==> src/rtl/rs_enc_pkg.sv <==
package rs_enc_pkg;
  localparam int SYM_W = 8;
  typedef logic [SYM_W-1:0] sym_t;

  function automatic sym_t gf_mul(sym_t a, sym_t b, logic [SYM_W:0] poly);
    sym_t p = '0;
    sym_t x = a;
    for (int i = 0; i < SYM_W; i++) begin
      if (b[i]) p = p ^ x;
      x = x[SYM_W-1] ? ((x << 1) ^ poly[SYM_W-1:0]) : (x << 1);
    end
    return p;
  endfunction
endpackage

==> src/rtl/rs_enc_lfsr.sv <==
module rs_enc_lfsr
  import rs_enc_pkg::*;
#(
  parameter int NCHK = 16,
  parameter logic [SYM_W:0] POLY = 9'h11D
) (
  input  logic [NCHK-1:0][SYM_W-1:0] state_i,
  input  sym_t                       sym_i,
  output logic [NCHK-1:0][SYM_W-1:0] state_o
);
  // generator coefficients g0..g(NCHK-1), monic term implied
  function automatic logic [NCHK-1:0][SYM_W-1:0] gen_coef();
    logic [NCHK:0][SYM_W-1:0] g;
    sym_t root;
    g = '0;
    g[0] = sym_t'(1);
    root = sym_t'(1);
    for (int i = 0; i < NCHK; i++) begin
      for (int j = NCHK; j > 0; j--) g[j] = g[j-1] ^ gf_mul(g[j], root, POLY);
      g[0] = gf_mul(g[0], root, POLY);
      root = gf_mul(root, sym_t'(2), POLY);
    end
    return g[NCHK-1:0];
  endfunction

  localparam logic [NCHK-1:0][SYM_W-1:0] GEN = gen_coef();

  sym_t fb;
  assign fb = sym_i ^ state_i[NCHK-1];
  assign state_o[0] = gf_mul(fb, GEN[0], POLY);

  for (genvar j = 1; j < NCHK; j++) begin : g_tap
    assign state_o[j] = state_i[j-1] ^ gf_mul(fb, GEN[j], POLY);
  end
endmodule

==> src/rtl/rs_enc_state_mem.sv <==
module rs_enc_state_mem #(
  parameter int DEPTH = 8,
  parameter int W     = 128,
  localparam int AW   = (DEPTH > 1) ? $clog2(DEPTH) : 1
) (
  input  logic          clk_i,
  input  logic          we_i,
  input  logic [AW-1:0] addr_i,
  input  logic [W-1:0]  wdata_i,
  output logic [W-1:0]  rdata_o
);
  logic [W-1:0] mem_q [DEPTH];

  always_ff @(posedge clk_i) begin
    if (we_i) mem_q[addr_i] <= wdata_i;
  end

  assign rdata_o = mem_q[addr_i];
endmodule

==> src/rtl/rs_enc_seq.sv <==
module rs_enc_seq #(
  parameter int CHANNELS = 8,
  parameter int K        = 239,
  parameter int NCHK     = 16,
  localparam int CH_W    = (CHANNELS > 1) ? $clog2(CHANNELS) : 1,
  localparam int RND_W   = $clog2(K)
) (
  input  logic            clk_i,
  input  logic            rst_ni,
  input  logic            ce_i,
  input  logic            start_i,
  input  logic            nd_i,
  output logic [CH_W-1:0] ch_o,
  output logic            first_rnd_o,
  output logic            take_o,
  output logic            emit_o,
  output logic            busy_o,
  output logic            chk_o
);
  localparam logic [CH_W-1:0]  CH_LAST   = CH_W'(CHANNELS - 1);
  localparam logic [RND_W-1:0] INFO_LAST = RND_W'(K - 1);
  localparam logic [RND_W-1:0] CHK_LAST  = RND_W'(NCHK - 1);

  logic [CH_W-1:0]  ch_q;
  logic [RND_W-1:0] rnd_q;
  logic             busy_q, chk_q;

  assign take_o = ce_i & nd_i & ~chk_q & (busy_q | start_i);
  assign emit_o = ce_i & chk_q;

  always_ff @(posedge clk_i or negedge rst_ni) begin
    if (!rst_ni) begin
      ch_q   <= '0;
      rnd_q  <= '0;
      busy_q <= 1'b0;
      chk_q  <= 1'b0;
    end else if (take_o || emit_o) begin
      busy_q <= 1'b1;
      ch_q   <= (ch_q == CH_LAST) ? '0 : ch_q + 1'b1;
      if (ch_q == CH_LAST) begin
        if (take_o && rnd_q == INFO_LAST) begin
          rnd_q <= '0;
          chk_q <= 1'b1;
        end else if (emit_o && rnd_q == CHK_LAST) begin
          rnd_q  <= '0;
          chk_q  <= 1'b0;
          busy_q <= 1'b0;
        end else begin
          rnd_q <= rnd_q + 1'b1;
        end
      end
    end
  end

  assign ch_o        = ch_q;
  assign first_rnd_o = ~chk_q & (rnd_q == '0);
  assign busy_o      = busy_q;
  assign chk_o       = chk_q;
endmodule

==> src/rtl/rs_enc_mc.sv <==
module rs_enc_mc
  import rs_enc_pkg::*;
#(
  parameter int N             = 255,
  parameter int K             = 239,
  parameter int CHANNELS      = 8,
  parameter logic [8:0] POLY  = 9'h11D
) (
  input  logic       clk_i,
  input  logic       rst_ni,
  input  logic       ce_i,
  input  logic       start_i,
  input  logic       nd_i,
  input  logic [7:0] data_i,
  output logic [7:0] data_o,
  output logic       valid_o,
  output logic       rfd_o,
  output logic       rffd_o
);
  localparam int NCHK      = N - K;
  localparam int ST_W      = NCHK * SYM_W;
  localparam int CH_W      = (CHANNELS > 1) ? $clog2(CHANNELS) : 1;
  localparam int TOTAL_CHK = NCHK * CHANNELS;

  logic [CH_W-1:0] ch;
  logic first_rnd, take, emit, busy, chk;

  rs_enc_seq #(.CHANNELS(CHANNELS), .K(K), .NCHK(NCHK)) i_seq (
    .clk_i, .rst_ni, .ce_i, .start_i, .nd_i,
    .ch_o(ch), .first_rnd_o(first_rnd), .take_o(take), .emit_o(emit),
    .busy_o(busy), .chk_o(chk)
  );

  logic [NCHK-1:0][SYM_W-1:0] rd_st, old_st, nxt_st, shf_st, wr_st;

  rs_enc_state_mem #(.DEPTH(CHANNELS), .W(ST_W)) i_mem (
    .clk_i, .we_i(take | emit), .addr_i(ch), .wdata_i(wr_st), .rdata_o(rd_st)
  );

  // first symbol of each channel starts from a cleared remainder
  assign old_st = first_rnd ? '0 : rd_st;

  rs_enc_lfsr #(.NCHK(NCHK), .POLY(POLY)) i_lfsr (
    .state_i(old_st), .sym_i(data_i), .state_o(nxt_st)
  );

  assign shf_st = {rd_st[NCHK-2:0], sym_t'(0)};
  assign wr_st  = take ? nxt_st : shf_st;

  always_ff @(posedge clk_i or negedge rst_ni) begin
    if (!rst_ni) begin
      valid_o <= 1'b0;
      data_o  <= '0;
    end else if (ce_i) begin
      valid_o <= take | emit;
      if (take)      data_o <= data_i;
      else if (emit) data_o <= rd_st[NCHK-1];
    end
  end

  assign rfd_o  = ~chk;
  assign rffd_o = ~busy;
endmodule

==> config.mk <==
export PLATFORM = sky130hd
export DESIGN_NAME = rs_enc_mc
export DESIGN_NICKNAME = d
export VERILOG_FILES = /design/src/rtl/rs_enc_pkg.sv /design/src/rtl/rs_enc_lfsr.sv /design/src/rtl/rs_enc_state_mem.sv /design/src/rtl/rs_enc_seq.sv /design/src/rtl/rs_enc_mc.sv
export SDC_FILE = /design/constraint.sdc
export NUM_CORES = 1
export LEC_CHECK = 0
export ABC_AREA = 1
export BUFFER_PORTS_ARGS = -buffer_cell sky130_fd_sc_hd__buf_2
export CORE_ASPECT_RATIO = 1.75
export CORE_MARGIN = 2
export CORE_UTILIZATION = 41
export CTS_CLUSTER_SIZE = 28
export DETAILED_ROUTE_END_ITERATION = 10
export MAX_ROUTING_LAYER = met4
export SYNTH_ARGS = -nofsm -noshare
export SYNTH_HDL_FRONTEND = slang
export SYNTH_HIERARCHICAL = 1
export SYNTH_SLANG_ARGS = --single-unit
==> constraint.sdc <==
create_clock -name clk_i -period 14.1 [get_ports clk_i]
set_input_delay 0 -clock clk_i [delete_from_list [all_inputs] [get_ports clk_i]]
set_output_delay 0 -clock clk_i [all_outputs]
set_load 0.03 [all_outputs]
### Yosys cells after proc, flatten, opt, wreduce, memory -nomap -nowiden

Memory sizes are Yosys's and may differ from the RTL's.
Index checks and enable logic that the tools add are counted.
W data, S select, Z words.

| storage, ports and cells | value |
|---|---|
| logic and storage cells | 105 |
| input bits | 13 |
| bits in writable memories | 1024 |
| output and inout port bits | 11 |
| flip-flop bits (word level) | 22 |
| memories kept | 1 |

Memory list:

| memory | depth | width | read ports | clocked after memory_dff | write ports | line | text |
|---|---|---|---|---|---|---|---|
| i_mem.mem_q | 8 | 128 | 1 | 0 | 1 | rs_enc_state_mem.sv:12 | `logic [W-1:0] mem_q [DEPTH];` |

| cells by class | value |
|---|---|
| equality and inequality tests | 3 |
| muxes and demuxes | 21 |
| add/subtract/negate cells | 2 |
| reduce and logical (&&, ||, !) cells | 9 |
| bitwise operators | 63 |

Operators with widths:

| operator | number |
|---|---|
| $xor A8 B8 Y8 | 47 |
| $mux W128 | 2 |
| $mux W5 | 7 |
| $mux W8 | 4 |
| $not A4 Y4 | 7 |
| $add A8 B1 Y8 const B | 1 |
| $eq A8 B4 Y1 const B | 1 |
| $eq A8 B8 Y1 const B | 1 |
| $logic_not A8 Y1 | 1 |
| $mux W1 | 7 |
| $and A1 B1 Y1 | 5 |
| $reduce_and A2 Y1 | 2 |
| $reduce_bool A2 Y1 | 2 |
| $add A3 B1 Y3 const B | 1 |
| $eq A3 B3 Y1 const B | 1 |
| $mux W3 | 1 |
| $reduce_and A3 Y1 | 1 |
| $logic_and A1 B1 Y1 | 2 |
| $not A1 Y1 | 2 |
| $or A1 B1 Y1 | 2 |
| $logic_or A1 B1 Y1 | 1 |

### Longest topological paths before layout

| depth | value |
|---|---|
| word-level depth | 21 |
| mapped depth | 29 |
| mapped depth without buffers | 26 |

### By module

The synthesis kept the hierarchy.

Modules (own cells, without submodules):

| module | area each (um^2) | cells each | sequential area each (um^2) | instances |
|---|---|---|---|---|
| rs_enc_state_mem | 43093.8 | 4167 | 30749.5 | 1 |
| rs_enc_lfsr | 3504.6 | 551 | 0.0 | 1 |
| rs_enc_mc | 2803.9 | 621 | 225.2 | 1 |
| rs_enc_seq | 928.4 | 127 | 325.3 | 1 |

### Least setup slack after synthesis

No wires, ideal clock.

| path | value |
|---|---|
| kind | register to register |
| start | reg i_seq.chk_q, in the netlist i_seq/chk_o |
| end | mem i_mem.mem_q[1][0] (enable) |
| period minus slack after synthesis | 10.652 ns |
| slack | 3.448 ns |
| required time | 13.328 ns |
| arrival time | 9.880 ns |
| library setup time | 0.772 ns |
| cell stages (with the launch flop) | 9 |
| buffers on the path | 1 |
| path through | dfrtp_1 inv_1 nand3_1 nor2_1 buf_6 nor2_1 inv_1 nand2_1 nor3_1 |

| on the way | value |
|---|---|
| word-level cells in the longest chain between the ends | 6 |
| elaborated cells on any way between the ends | 7 |
| classes of those cells | mux: 2; bitwise: 5 |

Ends and longest elaborated chain:

| element | line | text |
|---|---|---|
| from (decl) | rs_enc_seq.sv:26 | `logic busy_q, chk_q;` |
| from (signal assigned) | rs_enc_seq.sv:36 | `chk_q <= 1'b0;` |
| from (signal assigned) | rs_enc_seq.sv:43 | `chk_q <= 1'b1;` |
| from (signal assigned) | rs_enc_seq.sv:46 | `chk_q <= 1'b0;` |
| $not A1 Y1 | rs_enc_seq.sv:28 | `assign take_o = ce_i & nd_i & ~chk_q & (busy_q \| start_i);` |
| $and A1 B1 Y1 (2 in a row) | rs_enc_seq.sv:28 |  |
| via take | rs_enc_mc.sv:26 | `logic first_rnd, take, emit, busy, chk;` |
| $or A1 B1 Y1 | rs_enc_mc.sv:37 | `.clk_i, .we_i(take \| emit), .addr_i(ch), .wdata_i(wr_st), .rdata_o(rd_st)` |
| $mux W1 | rs_enc_state_mem.sv:15 | `if (we_i) mem_q[addr_i] <= wdata_i;` |
| $mux W1 (implied by the code) | rs_enc_state_mem.sv:15 |  |
| to (decl) | rs_enc_state_mem.sv:12 |  |

The timed path passes the listed nets, and every way through them passes these cells.

==> qor_table.md <==
| Quantity | Value | Unit |
|---|---|---|
| Number of register bits inferred by synthesis | 1,046 | - |
| Pre-CTS setup slack | 8160 | ps |
| Number of distinct standard cells referenced by the synthesized netlist | 40 | - |
| Hold Violations, Final | 0 | - |
| Reg2reg setup slack | 8100 | ps |
| Hold WS | 23.4 | ps |
| Most used routing layer in global routing | met2 | - |
| Floorplan row count | 170 | - |
| Commonest register cell after synthesis | edfxtp_1 | - |
| Number of violations of the max-capacitance limit | 0 | - |
| Crit share post-route | 0.425 | - |
| Post-synth EDFFs | 1,024 | - |
| Cell-internal power | 7.66 | mW |
| Clock network latency to the later pin of the worst-skew pair | 720 | ps |
| Sequential cell area fraction in the yosys report | 0.622 | - |
| Max rail drop VDD | 153 | uV |
| Max Clock Skew | 26.7 | ps |
| Reported leakage power | 24.6 | nW |
| Reg-to-reg critical path endpoint | i_mem/mem_q[0][43]$_DFFE_PP_ | - |
| Starting DRC count in detailed routing | 2,701 | - |
| Via Count | 34.5k | - |
| Setup crit start kind | flip-flop | - |
| Summed negative setup slack over all endpoints | 0 | ps |
| Path type of the worst setup path | flip-flop to flip-flop | - |
| Synth cell count leaders | nand2_1, edfxtp_1, inv_1 | - |
| Top cell by count, worst path | nand2_1 | - |
| Origin of the worst setup path | i_seq/ch_o[0]$_DFFE_PN0N_ | - |
| Count of synthesis-stage warnings from yosys | 6 | - |
| Worst stage delay on the critical path | 760 | ps |
| Share of final-layout standard cells stronger than drive strength 1 | 0.0585 | - |
| Fraction of registers with async set or reset after synthesis | 0.0210 | - |
| Detailed-placement wirelength estimate | 73,900 | um |
| Post-synth top area cell | edfxtp_1 | - |
| Initial antenna violation count | 1 | - |
| Net count after synthesis | 5,484 | - |
| Clk pwr share | 0.179 | - |
| Gpl congestion | 0.864 | - |
| Depth of the worst register-to-register path | 20 | - |
| Syn Std Cell Area | 50,300 | sq um |
| Post-route DRC | 0 | - |
| Critical path capture point | i_mem/mem_q[0][43]$_DFFE_PP_ | - |
| Fraction of met3 tracks used by global routing | 0.0260 | - |
| Switching pwr | 6.05 | mW |
| Slew at the pin closest to its max-slew limit | 1230 | ps |
| Deepest level of the CTS H-tree | 3 | - |
| Number of vias per cell after detailed routing | 4.84 | - |
| TritonCTS sink count | 1,046 | - |
| Type of element capturing the critical path | flip-flop | - |
| Cell chosen for the clock root | clkbuf_16 | - |
| Per-instance average area after synthesis | 9.21 | sq um |
| Final count of negative-setup-slack endpoints | 0 | - |
| Fraction of the core area covered by cells at the end of the flow | 0.448 | - |
| Clock input transition at the sequential cells of the worst setup and hold paths | 70 | ps |
| Die span in y | 467 | um |
| Synth top area share | 0.611 | - |
| Count of mapped cells out of synthesis | 5,466 | - |
| Global-route total usage across every layer | 0.218 | - |
| Post-Route WL | 132,000 | um |
| Top-level I/O count | 24 | - |
| CTS tree | built | - |
| Die Footprint | 126,000 | sq um |
| Most common cell in the synthesized netlist | nand2_1 | - |
| Data arrival time of the critical path | 6400 | ps |
| GRT Residual Overflow | 0 | - |
| Effective utilization at floorplan | 0.412 | - |
| Slew Limit Fails | 0 | - |
| Outcome | completed | - |
| Power density over the cells | 250 | nW/um^2 |
| Shortest period the worst path allows | 6000 | ps |
| CP max FO | 182 | - |
| Number of buffers created by CTS | 88 | - |
| Overall die width | 269 | um |
| 1st-pass router iterations | 6 | - |
| Share of power burned in registers | 0.353 | - |
| Combinational fraction of design power | 0.469 | - |
| Vias in the first global route | 33.0k | - |
| Cell-by-cell listing of the critical path | inv_16 > buf_4 > buf_12 > nand2_1 > nand3_1 > nand2_1 > inv_1 > nand2_1 > inv_1 > nor2_1 > inv_1 > nand2_1 > nand2_4 > nand2_1 > nand2_2 > xor2_1 > xor2_1 > xnor2_1 > nand2_1 > o21ai_0 | - |
| Layout overhead on the synthesized area | 8.94 | % |
| Met2 global-route usage | 0.382 | - |
| Post-cts gate resize count | 0 | - |
| Worst-case clock buffer depth | 3 | - |
| Max_slew headroom | 0.171 | - |
| Largest net degree at the start of global routing | 183 | - |
| Core ar. | 122,000 | sq um |
| Crit path max-delay cell type | buf_4 | - |
| Global-route wire length before repair | 199,000 | um |
| GR met1 Demand/Resource | 0.249 | - |
| # port buffers | 23 | - |
| Maximum clock frequency | 0.167 | GHz |
| Launch instance of the worst register-to-register path | i_seq/ch_o[0]$_DFFE_PN0N_ | - |
| Type of the most critical hold path | input pin to flip-flop | - |
| Switching share of total power | 0.441 | - |
| Setup repair after global routing missed its margin | false | - |
| Wire per inst | 18.5 | um |
| Number of nets in the layout | 5,431 | - |
| Number of antenna-violating nets in the routed design | 0 | - |
| Required arrival time at the worst endpoint | 14,510 | ps |
| Largest cells by area after synthesis | edfxtp_1, nand2_1, inv_1 | - |
| Final WS setup | 8100 | ps |
[per-stage QoR]
| step | instances | total power, mW | cell area (sq um) |
|---|---|---|---|
| 6_report | 7123 | 13.7 | 54800 |
| 5_1_grt | 7123 | 14.5 | 54800 |
| 2_1_floorplan | 5466 | 9.25 | 50300 |
| 3_3_place_gp | 6941 | 11.2 | 51800 |
| 3_5_place_dp | 6941 | 11.3 | 51800 |
| 4_1_cts | 7122 | 13.7 | 54800 |
[flip-flops by register name, summed over array words and instances, names as in the netlist]
name	cells
i_seq/chk_o	1
i_seq/ch_o	3
valid_o	1
i_mem/mem_q	1024
i_seq/rnd_q	8
data_o	8
i_seq/busy_o	1
[logic make-up (layout without fill, tap and decap cells)]
| kind of cell | Yosys count | in the layout | share of synthesized area |
|---|---|---|---|
| simple gates | 3010 | 3010 | 0.239 |
| buf+inv | 1098 | 1120 | 0.0907 |
| flops | 1046 | 1046 | 0.622 |
| xor+xnor | 176 | 176 | 0.0335 |
| compound gates | 131 | 131 | 0.0133 |
| fa+ha+maj | 5 | 5 | 0.00124 |
| other cells | 0 | 1 | 0 |
[power groups by stage]
stage	Sequential [mW]	Clock, mW	Combinational (mW)
after floorplan	4.94	0	4.32
after detailed placement	4.91	0	6.38
after CTS	4.84	2.50	6.41
after global placement	4.89	0	6.34
final	4.84	2.45	6.43
after global routing	4.88	2.60	7.06
[placed cells by master, fill, tap and decap left out, types with 3 or more instances in the layout]
| cell type | instances |
|---|---|
| nand2_2 | 44 |
| o21ai_0 | 121 |
| nand3b_1 | 8 |
| edfxtp_1 | 1024 |
| nor2_2 | 3 |
| bufinv_16 | 7 |
| clkinv_2 | 17 |
| nand2_4 | 17 |
| nand3_1 | 307 |
| nand2_1 | 2469 |
| clkinv_1 | 18 |
| dfrtp_1 | 20 |
| nor2_4 | 10 |
| clkbuf_1 | 19 |
| a21oi_1 | 6 |
| xor2_2 | 10 |
| ha_1 | 5 |
| clkinv_4 | 3 |
| inv_2 | 8 |
| xnor2_1 | 44 |
| clkinvlp_4 | 3 |
| clkbuf_16 | 88 |
| dlygate4sd3_1 | 15 |
| xor2_1 | 117 |
| inv_6 | 5 |
| buf_12 | 9 |
| clkinv_8 | 4 |
| buf_2 | 23 |
| inv_1 | 847 |
| buf_4 | 46 |
| nor2_1 | 141 |
[cell type report]
cell class | instances | area [sq um]
multi-input cells | 3322 | 14500
fillers | 11470 | 67500
flip-flops and latches | 1046 | 31300
inverters | 862 | 3280
repair buffers | 93 | 791
diodes | 1 | 2.50
clock buffers | 109 | 2300
clock inverters | 56 | 566
well taps | 1634 | 2040
[repair_timing]
item	4_1_cts	5_1_grt
hold endpoints to repair	44	0
buffers inserted	0	0
setup endpoints to repair	0	0
hold buffers	16	0
[critical path, delay by kind of cell (launching register included)]
kind	cells	cell delay (ps)
buf+inv	6	2130
xor+xnor	3	1340
simple gates	10	1030
flops	1	720
compound gates	1	300
[worst min-delay path by stage]
stage,from,depth (start not counted),end,slack [ps]
finish,nd_i,7,data_o[5]$_DFFE_PN0P_,20
global route,nd_i,7,data_o[5]$_DFFE_PN0P_,70
CTS,nd_i,7,data_o[2]$_DFFE_PN0P_,4
detailed placement,rst_ni,1,i_seq/chk_o$_DFFE_PN0P_,30
global placement,rst_ni,1,i_seq/chk_o$_DFFE_PN0P_,20
floorplan,rst_ni,0,data_o[0]$_DFFE_PN0P_,-300
[layer usage]
metal / routed length, um / share of wire / up-vias
met5: 0 / 0 / -
met4: 5660 / 0.043 / 0
met3: 6190 / 0.047 / 262
met2: 68200 / 0.52 / 914
met1: 51700 / 0.39 / 16485
li1: - / - / 16803
(Power assumes the default switching activity.)
